File: config.mk
export PLATFORM = sky130hd
export DESIGN_NAME = cb_conn_box
export DESIGN_NICKNAME = d
export VERILOG_FILES = /design/src/rtl/cb_conn_pkg.sv /design/src/rtl/cb_cfg_regs.sv /design/src/rtl/cb_track_gather.sv /design/src/rtl/cb_out_mux.sv /design/src/rtl/cb_conn_box.sv
export SDC_FILE = /design/constraint.sdc
export NUM_CORES = 1
export LEC_CHECK = 0
export ABC_AREA = 1
export BUFFER_PORTS_ARGS = -buffer_cell sky130_fd_sc_hd__buf_2
export CORE_AREA = 2 2 169 88
export CTS_CLUSTER_DIAMETER = 40
export DETAILED_ROUTE_END_ITERATION = 16
export DIE_AREA = 0 0 171 90
export GPL_TIMING_DRIVEN = 0
export PLACE_DENSITY_LB_ADDON = 0.05
export SETUP_SLACK_MARGIN = 0.02
export SLEW_MARGIN = 20
export SYNTH_ARGS = -nofsm -noshare
export SYNTH_HDL_FRONTEND = slang
export SYNTH_SLANG_ARGS = --single-unit
export TNS_END_PERCENT = 30
File: constraint.sdc
create_clock -name clk_i -period 1.5 [get_ports clk_i]
set_clock_uncertainty 0.2 [all_clocks]
set_input_delay 0.3 -clock clk_i [delete_from_list [all_inputs] [get_ports clk_i]]
set_output_delay 0.3 -clock clk_i [all_outputs]
set_load 0.005 [all_outputs]
File: src/rtl/cb_conn_pkg.sv
package cb_conn_pkg;
  localparam int CFG_DW  = 32;
  localparam int IDX_W   = 8;
  localparam int IDX_LSB = 24;

  function automatic int count_ones(input logic [63:0] m, input int n);
    int c = 0;
    for (int i = 0; i < 64; i++) if (i < n && m[i]) c++;
    return c;
  endfunction

  // position of the k-th set bit of m among its low n bits
  function automatic int nth_set(input logic [63:0] m, input int n, input int k);
    int seen = 0;
    int pos  = 0;
    for (int i = 0; i < 64; i++) begin
      if (i < n && m[i]) begin
        if (seen == k) pos = i;
        seen++;
      end
    end
    return pos;
  endfunction

  function automatic int sel_width(input int height);
    return (height <= 2) ? 1 : $clog2(height);
  endfunction
endpackage

File: src/rtl/cb_cfg_regs.sv
module cb_cfg_regs
  import cb_conn_pkg::*;
#(
  parameter int                         NUM_REGS   = 2,
  parameter logic [NUM_REGS*CFG_DW-1:0] RESET_FLAT = '0
) (
  input  logic                         clk_i,
  input  logic                         rst_ni,
  input  logic [CFG_DW-1:0]            addr_i,
  input  logic [CFG_DW-1:0]            wdata_i,
  input  logic                         we_i,
  input  logic                         re_i,
  output logic [CFG_DW-1:0]            rdata_o,
  output logic [NUM_REGS*CFG_DW-1:0]   cfg_o
);
  logic [IDX_W-1:0]  idx;
  logic              in_range;
  logic [CFG_DW-1:0] regs [NUM_REGS];
  logic [CFG_DW-1:0] rd_sel;

  assign idx      = addr_i[IDX_LSB +: IDX_W];
  assign in_range = int'(idx) < NUM_REGS;

  for (genvar r = 0; r < NUM_REGS; r++) begin : g_reg
    always_ff @(posedge clk_i or negedge rst_ni) begin
      if (!rst_ni)                           regs[r] <= RESET_FLAT[r*CFG_DW +: CFG_DW];
      else if (we_i && idx == IDX_W'(r))     regs[r] <= wdata_i;
    end
    assign cfg_o[r*CFG_DW +: CFG_DW] = regs[r];

    assert_write_lands_R4: assert property (@(posedge clk_i) disable iff (!rst_ni)
      (we_i && idx == IDX_W'(r)) |=> (cfg_o[r*CFG_DW +: CFG_DW] == $past(wdata_i)));
  end

  always_comb begin
    rd_sel = '0;
    for (int r = 0; r < NUM_REGS; r++) if (idx == IDX_W'(r)) rd_sel = regs[r];
  end

  always_ff @(posedge clk_i or negedge rst_ni) begin
    if (!rst_ni)   rdata_o <= '0;
    else if (re_i) rdata_o <= rd_sel;
  end

  assert_oob_write_ignored_R4: assert property (@(posedge clk_i) disable iff (!rst_ni)
    (we_i && !in_range) |=> $stable(cfg_o));
  assert_oob_read_zero_R8: assert property (@(posedge clk_i) disable iff (!rst_ni)
    (re_i && !in_range) |=> (rdata_o == '0));
  assert_read_hold_R8: assert property (@(posedge clk_i) disable iff (!rst_ni)
    !re_i |=> $stable(rdata_o));
endmodule

File: src/rtl/cb_track_gather.sv
module cb_track_gather
  import cb_conn_pkg::*;
#(
  parameter int                    WIDTH      = 32,
  parameter int                    NUM_TRACKS = 5,
  parameter logic [NUM_TRACKS-1:0] FEED_MASK  = '1,
  parameter int                    NUM_IN     = NUM_TRACKS
) (
  input  logic [NUM_TRACKS*WIDTH-1:0] tracks_i,
  output logic [NUM_IN*WIDTH-1:0]     gathered_o
);
  for (genvar k = 0; k < NUM_IN; k++) begin : g_in
    localparam int SRC = nth_set(64'(FEED_MASK), NUM_TRACKS, k);
    assign gathered_o[k*WIDTH +: WIDTH] = tracks_i[SRC*WIDTH +: WIDTH];
  end
endmodule

File: src/rtl/cb_out_mux.sv
module cb_out_mux #(
  parameter int WIDTH     = 32,
  parameter int NUM_IN    = 4,
  parameter int SEL_W     = 3,
  parameter int HAS_CONST = 1
) (
  input  logic [NUM_IN*WIDTH-1:0] gathered_i,
  input  logic [SEL_W-1:0]        sel_i,
  input  logic [WIDTH-1:0]        const_i,
  output logic [WIDTH-1:0]        data_o
);
  always_comb begin
    data_o = (HAS_CONST != 0) ? const_i : '0;
    for (int k = 0; k < NUM_IN; k++)
      if (sel_i == SEL_W'(k)) data_o = gathered_i[k*WIDTH +: WIDTH];
  end
endmodule

File: src/rtl/cb_conn_box.sv
module cb_conn_box
  import cb_conn_pkg::*;
#(
  parameter int                    WIDTH         = 32,
  parameter int                    NUM_TRACKS    = 5,
  parameter logic [NUM_TRACKS-1:0] FEED_MASK     = 5'b10111,
  parameter int                    HAS_CONST     = 1,
  parameter logic [WIDTH-1:0]      DEFAULT_CONST = 32'hC0DE_1234
) (
  input  logic                        clk_i,
  input  logic                        rst_ni,
  input  logic [31:0]                 cfg_addr_i,
  input  logic [31:0]                 cfg_wdata_i,
  input  logic                        cfg_we_i,
  input  logic                        cfg_re_i,
  output logic [31:0]                 cfg_rdata_o,
  input  logic [NUM_TRACKS*WIDTH-1:0] tracks_i,
  output logic [WIDTH-1:0]            data_o
);
  localparam int NUM_IN    = count_ones(64'(FEED_MASK), NUM_TRACKS);
  localparam int HEIGHT    = NUM_IN + HAS_CONST;
  localparam int SEL_W     = sel_width(HEIGHT);
  localparam int CFG_BITS  = SEL_W + ((HAS_CONST != 0) ? WIDTH : 0);
  localparam int NUM_REGS  = (CFG_BITS + CFG_DW - 1) / CFG_DW;
  localparam int CFG_W     = NUM_REGS * CFG_DW;
  localparam int RESET_SEL = NUM_TRACKS - (NUM_TRACKS - NUM_IN) + HAS_CONST - 1;
  localparam logic [CFG_W-1:0] RESET_FLAT = (HAS_CONST != 0)
    ? CFG_W'({DEFAULT_CONST, SEL_W'(RESET_SEL)})
    : CFG_W'(SEL_W'(RESET_SEL));

  logic [CFG_W-1:0]        cfg_flat;
  logic [NUM_IN*WIDTH-1:0] gathered;
  logic [SEL_W-1:0]        sel;
  logic [WIDTH-1:0]        const_val;

  cb_cfg_regs #(
    .NUM_REGS   (NUM_REGS),
    .RESET_FLAT (RESET_FLAT)
  ) u_regs (
    .clk_i   (clk_i),
    .rst_ni  (rst_ni),
    .addr_i  (cfg_addr_i),
    .wdata_i (cfg_wdata_i),
    .we_i    (cfg_we_i),
    .re_i    (cfg_re_i),
    .rdata_o (cfg_rdata_o),
    .cfg_o   (cfg_flat)
  );

  cb_track_gather #(
    .WIDTH      (WIDTH),
    .NUM_TRACKS (NUM_TRACKS),
    .FEED_MASK  (FEED_MASK),
    .NUM_IN     (NUM_IN)
  ) u_gather (
    .tracks_i   (tracks_i),
    .gathered_o (gathered)
  );

  assign sel = cfg_flat[SEL_W-1:0];

  if (HAS_CONST != 0) begin : g_const
    assign const_val = cfg_flat[SEL_W +: WIDTH];
  end else begin : g_no_const
    assign const_val = '0;
  end

  cb_out_mux #(
    .WIDTH     (WIDTH),
    .NUM_IN    (NUM_IN),
    .SEL_W     (SEL_W),
    .HAS_CONST (HAS_CONST)
  ) u_mux (
    .gathered_i (gathered),
    .sel_i      (sel),
    .const_i    (const_val),
    .data_o     (data_o)
  );

  for (genvar k = 0; k < NUM_IN; k++) begin : g_chk
    localparam int SRC = nth_set(64'(FEED_MASK), NUM_TRACKS, k);
    assert_track_path_R6: assert property (@(posedge clk_i) disable iff (!rst_ni)
      (sel == SEL_W'(k)) |-> (data_o == tracks_i[SRC*WIDTH +: WIDTH]));
  end

  assert_fallback_path_R7: assert property (@(posedge clk_i) disable iff (!rst_ni)
    (int'(sel) >= NUM_IN) |-> (data_o == ((HAS_CONST != 0) ? const_val : '0)));
endmodule

==> flow_summary.toml, run 1 <==
[clock_network]
clock_path_buffers = 2
cts.htree.levels = 3
clock_latency_ns = 0.34
clockRootBuffer = "clkbuf_16"
clk_pin_slew_ns = 0.07
cts_sinks = 96
cts_tree = "done"
cts_buffers = 9

[synth]
syn_inst = 860
ys.flop_type = "dfrtp_1"
synth_seq_cells = 96
netlist_area_um2 = 5760
synth_common_cells = "419 x nand2_1, 129 x nand3_1, 82 x dfrtp_1"
synth_edf_count = 0
syn_area_per_cell_um2 = 6.70
syn_nets = 1088
yosysSeqAreaShare_pct = 42.0
netlist.area_leader.share_pct = 35.6
synth-async-reset-ratio_pct = 100
ys_warn_count = 0
synth_cell_type_count = 18
synth_top_cell_by_area = "dfrtp_1"
synth.area.top_cells = "dfrtp_1 36%, nand2_1 27%, nand3_1 11%"
yosysMostFrequentCell = "nand2_1"

[timing]
worstMarginPinSlew_ns = 0.615
timing.final.crit_share_pct = 151
finalSetupViolations = 32
rsz0062_at_grt = "true"
maxSlewHeadroom_pct = 59.0
fin_crit_ns = 2.26
tns_ns = -23.18
hold_viol = 0
final_max_slew_viol_count = 0
fmax_mhz = 442
setup_ws_ns = -0.762

[power]
leakage_nw = 4.67
switching_share_pct = 29.4
switching_power_mw = 1.84
power_density_nw_per_um2 = 778
p_clk_share_pct = 34.9
power.share.sequential_pct = 44.1
combinationalPowerShare_pct = 21.0
internal_power_mw = 4.42
vdd_ir_drop_max_mv = 0.499

[final_layout]
fill_cells = 1424
syn_to_final_growth_pct = 39.6
finish.utilization_pct = 57.3
drive_gt1_share_pct = 31.4
finalNetCount = 1368

[floorplanning]
coreArea_um2 = 14000
die_area_um2 = 15400
die_w_um = 171
ios = 292
row_count = 31
die_h_um = 90
initial_core_util_pct = 41.0

[critical_path]
ff2ff_path_depth = 6
rrSetupSlack_ns = 0.13
crit_type = "register to output pin"
start_kind = "register"
end_kind = "output pin"
r2r_start = "u_regs.cfg_o[0]"
cp_max_fo = 10
arrival_ns = 1.76
required_ns = 1.00
r2r-end = "u_regs.rdata_o[0]"

[run_status]
violations = "setup timing"
outcome = "finished with violations"

[drt]
drcViolationCount = 0
via_count = 6804
avgViaCountPerCell = 5.06
drt-initial-drc-count = 497
routed_wirelength_um = 22000
wl_per_cell_um = 16.4
antenna_left = 0
drt_pass1_iterations = 5

[global_routing]
antenna_found_initial = 2
grt_pass1_vias = 6494
grt_pass1_wl_um = 34500
grt-ovfl-total = 0
grt_max_degree = 61
grtUsageTotal_pct = 28.8

[placed_design]
portBuffers = 233
gp_congestion = 0.884
dp_hpwl_um = 17200

[hold_path]
min-delay-start = "cfg_wdata_i[0]"
hp-class = "primary input to register"
hold_depth = 3
whs_endpoint = "u_regs.cfg_o[32]"

[run]
max_cap_violations = 0
state kept, by name, indices dropped and copies added (netlist names):
signal and flops:
u_regs.cfg_o 64, u_regs.rdata_o 32
kinds of logic (layout without fill, tap and decap cells):
family                 count (synthesis)  after routing  synth area share, %
AO/OA/AOI/OAI                         94             94                 8.17
buffers and inverters                 76            361                 7.60
flip-flops                            96             96                 42.0
other                                  0              2                    0
AND/OR/NAND/NOR                      594            594                 42.2
cell usage in the layout (no fill, tap or decap), types with 4 or more instances in the layout:
| cell type | n |
|---|---|
| nand2_1 | 414 |
| buf_2 | 242 |
| nand3_1 | 122 |
| dfrtp_1 | 81 |
| o21ai_0 | 32 |
| a21oi_1 | 31 |
| o21ai_1 | 28 |
| nor2_1 | 27 |
| dlygate4sd3_1 | 27 |
| buf_4 | 21 |
| buf_6 | 19 |
| clkbuf_1 | 16 |
| dfstp_2 | 14 |
| nor2_2 | 11 |
| clkbuf_16 | 9 |
| nand3_2 | 7 |
| nor2_4 | 5 |
| buf_8 | 5 |
| clkbuf_2 | 5 |
| nand2_2 | 5 |
| inv_1 | 5 |
| inv_2 | 4 |
through the flow:
step                      power [mW]  setup slack, ns  hold slack, ns  cell area [um2]  instances
final                           6.26           -0.762          0.0119             8040       1345
after global routing            6.50           -0.834          0.0176             8040       1343
after CTS                       6.24           -0.749         0.00462             7990       1343
after detailed placement        3.96           -0.587          0.0254             7230       1292
after global placement          3.95            -1.11           0.260             7200       1291
after floorplan                 3.33           -0.136          -0.196             5780        860
worst max-delay path by stage:
stage	startpoint	endpoint	slack (ns)	cells after the start
4_1_cts	u_regs.cfg_o[2]	data_o[21]	-0.75	8
2_1_floorplan	u_regs.cfg_o[2]	data_o[22]	-0.14	7
6_report	u_regs.cfg_o[1]	data_o[11]	-0.76	8
3_3_place_gp	rst_ni	u_regs.cfg_o[59]	-1.11	1
5_1_grt	u_regs.cfg_o[2]	data_o[11]	-0.83	8
3_5_place_dp	u_regs.cfg_o[0]	data_o[5]	-0.59	7
power groups by stage:
stage	Sequential, mW	Clock (mW)	Combinational, mW
4_1_cts	2.76	2.20	1.28
2_1_floorplan	2.77	0	0.560
3_5_place_dp	2.80	0	1.16
6_report	2.76	2.18	1.32
5_1_grt	2.77	2.29	1.45
3_3_place_gp	2.80	0	1.15
layout make-up:
cell class	count	area (um2)	area share, %
Inverter	10	42.5	0.529
Timing Repair Buffer	269	1530	19.0
Sequential cell	96	2420	30.1
Clock inverter	5	41.3	0.513
Multi-Input combinational cell	688	3000	37.3
Tap cell	198	248	3.08
Clock buffer	11	233	2.89
Antenna cell	2	5.00	0.0622
Buffer	66	523	6.50
worst max-delay path, cell delays in order (launching register included):
cell     delay (ns)
dfrtp_2        0.45
nor2_4         0.16
buf_6          0.17
buf_12         0.15
nand3_1        0.07
nand2_1        0.07
nor2_1         0.04
o21ai_1        0.16
buf_2          0.15
layer usage:
metal / routed length [um] / track usage (%)
met5: 0 / 0
met2: 8870 / 41.3
met1: 10900 / 43.9
met3: 2130 / 7.88
met4: 147 / 4.10
timing repair:
| item | 4_1_cts | 5_1_grt |
|---|---|---|
| setup endpoints to repair | 34 | 118 |
| resized for setup | 49 | 22 |
| hold buffers | 27 | 0 |
| setup buffers | 8 | 0 |
| pin swaps | 2 | 2 |
| hold endpoints to repair | 70 | 0 |
Note: power is estimated with default switching activity, not from simulation.
==> run 2, diff against run 1 <==
- CORE_AREA: 2 2 169 88 -> 2 2 162 85
- DIE_AREA: 0 0 171 90 -> 0 0 164 87
- clock period: 1.5 -> 2.3 ns (I/O delays scaled with it)
==> flow_summary.toml, run 2 (synthesized netlist as in run 1, its figures left out) <==
[final_layout]
drive_gt1_share_pct = 34.3
fill_cells = 1278
largest_reg_flops = 64
n_antenna_cell = 0
syn_to_final_growth_pct = 37.9
finalNetCount = 1350
final_cell_mix = "400 x nand2_1, 242 x buf_2, 124 x nand3_1"
final_common_cell = "nand2_1"

[critical_path]
crit_type = "register to output pin"
cp_max_fo = 10
path_cells = "nor2_4 > buf_6 > buf_6 > nand3_1 > nand2_2 > nor2_4 > o21ai_1 > buf_2"
arrival_ns = 1.80
end_kind = "output pin"
cpLargestDelayFamily = "flip-flops"
required_ns = 1.64
cp_num_buf_inv = 3
start_kind = "register"
max_stage_delay_ns = 0.60
cp_slowest_cell = "dfstp_2"

[drt]
drt-initial-drc-count = 614
antenna_left = 0
avgViaCountPerCell = 5.26
via_count = 6850
routed_wirelength_um = 22000
wl_per_cell_um = 16.9
drcViolationCount = 0
drt_pass1_iterations = 6

[global_routing]
antenna_found_initial = 0
grt_pass1_wl_um = 34000
grt_max_degree = 66
grt_pass1_vias = 6293
grt-ovfl-total = 0
grtUsageTotal_pct = 31.2

[floorplanning]
coreArea_um2 = 13000
die_h_um = 87
ios = 292
die_area_um2 = 14300
die_w_um = 164
initial_core_util_pct = 44.2
row_count = 30

[timing]
fmax_mhz = 407
final_max_slew_viol_count = 0
finalSetupViolations = 32
worstMarginPinSlew_ns = 0.563
timing.final.crit_share_pct = 107
fin_crit_ns = 2.46
rsz0062_at_grt = "true"
hold_viol = 0
tns_ns = -3.78
maxSlewHeadroom_pct = 62.4
setup_ws_ns = -0.156

[placed_design]
place_ws_ns = -0.00506
dp_hpwl_um = 16700
portBuffers = 233
gp_congestion = 0.917

[clock_network]
cts_tree = "done"
clock_path_buffers = 2
clock_latency_ns = 0.34
cts_buffers = 9
cts_sinks = 96
clockRootBuffer = "clkbuf_16"
cts.htree.levels = 3
clk_pin_slew_ns = 0.07

[run]
max_cap_violations = 0

[power]
power_density_nw_per_um2 = 513
vdd_ir_drop_max_mv = 0.356
leakage_nw = 4.65

[run_status]
outcome = "finished with violations"
violations = "setup timing"

[hold_path]
hp-class = "primary input to register"
[run 2: changes by cell type in the layout (fill, tap and decap cells not counted), sizes merged]
cell,previous run,this run
inv,12,11
clkbuf,30,31
clkinv,1,2
buf,289,296
dlygate4sd3,27,1
diode,2,0
[run 2: worst paths after layout]
kind | startpoint | end | slack, ns | depth (start not counted)
worst max-delay path | u_regs.cfg_o[2] | data_o[3] | -0.16 | 8
worst min-delay path | cfg_wdata_i[26] | u_regs.cfg_o[58] | 0.13 | 3
worst max register to register | u_regs.cfg_o[0] | u_regs.rdata_o[0] | 0.93 | 5
worst min register to register | u_regs.rdata_o[30] | u_regs.rdata_o[30] | 0.28 | 2
max in group asynchronous | rst_ni | u_regs.cfg_o[20] | 0.87 | 3
min in group asynchronous | rst_ni | u_regs.rdata_o[6] | 0.36 | 2
[run 2: metrics by stage]
step                hold slack, ns  util, %  cell area, um2  power, mW  instances
global placement             0.260     54.9            7150       2.56       1269
global route                 0.144     61.0            7950       4.25       1303
detailed placement           0.167     55.1            7180       2.57       1270
floorplan                  -0.0356        -            5760       2.17        860
finish                       0.133     61.0            7950       4.08       1303
CTS                          0.126     59.9            7810       4.04       1303
[run 2: repair_timing]
action | in CTS | in global routing
buffers inserted | 13 | 0
hold endpoints to repair | 28 | 0
pin swaps | 12 | 12
gates cloned | 4 | 0
endpoints found under the setup margin | 32 | 32
hold buffers | 1 | 0
resized for setup | 69 | 42
[run 2: layer usage]
metal	vias to the layer above	wire, um	global-route usage [%]
li1	3294	-	-
met1	3214	10600	48.7
met2	326	9160	45.7
met3	16	2050	5.66
met4	0	131	4.31
met5	-	0	0
[run 2: worst reg2reg max path: cells and delay by family, from the launching register on]
family | cells | cell delay (ns)
buf+inv | 1 | 0.26
flops | 1 | 0.49
simple gates | 4 | 0.30
[run 2: final cells by class]
cell class	count	area (um2)	share of cell area, %
multi-input cells	688	3080	38.8
plain buffers	65	508	6.39
well taps	176	220	2.77
flip-flops and latches	96	2420	30.5
inverters	10	42.5	0.535
repair buffers	252	1400	17.6
clock inverters	5	41.3	0.520
clock buffers	11	233	2.93
[run 2: power by group]
| part | leakage (nW) | switching (mW) | total, mW | internal (mW) |
|---|---|---|---|---|
| combinational | 3.24 | 0.482 | 0.859 | 0.377 |
| sequential | 1.28 | 0.0509 | 1.80 | 1.75 |
| clock | 0.126 | 0.675 | 1.42 | 0.743 |
| total | 4.65 | 1.21 | 4.08 | 2.87 |
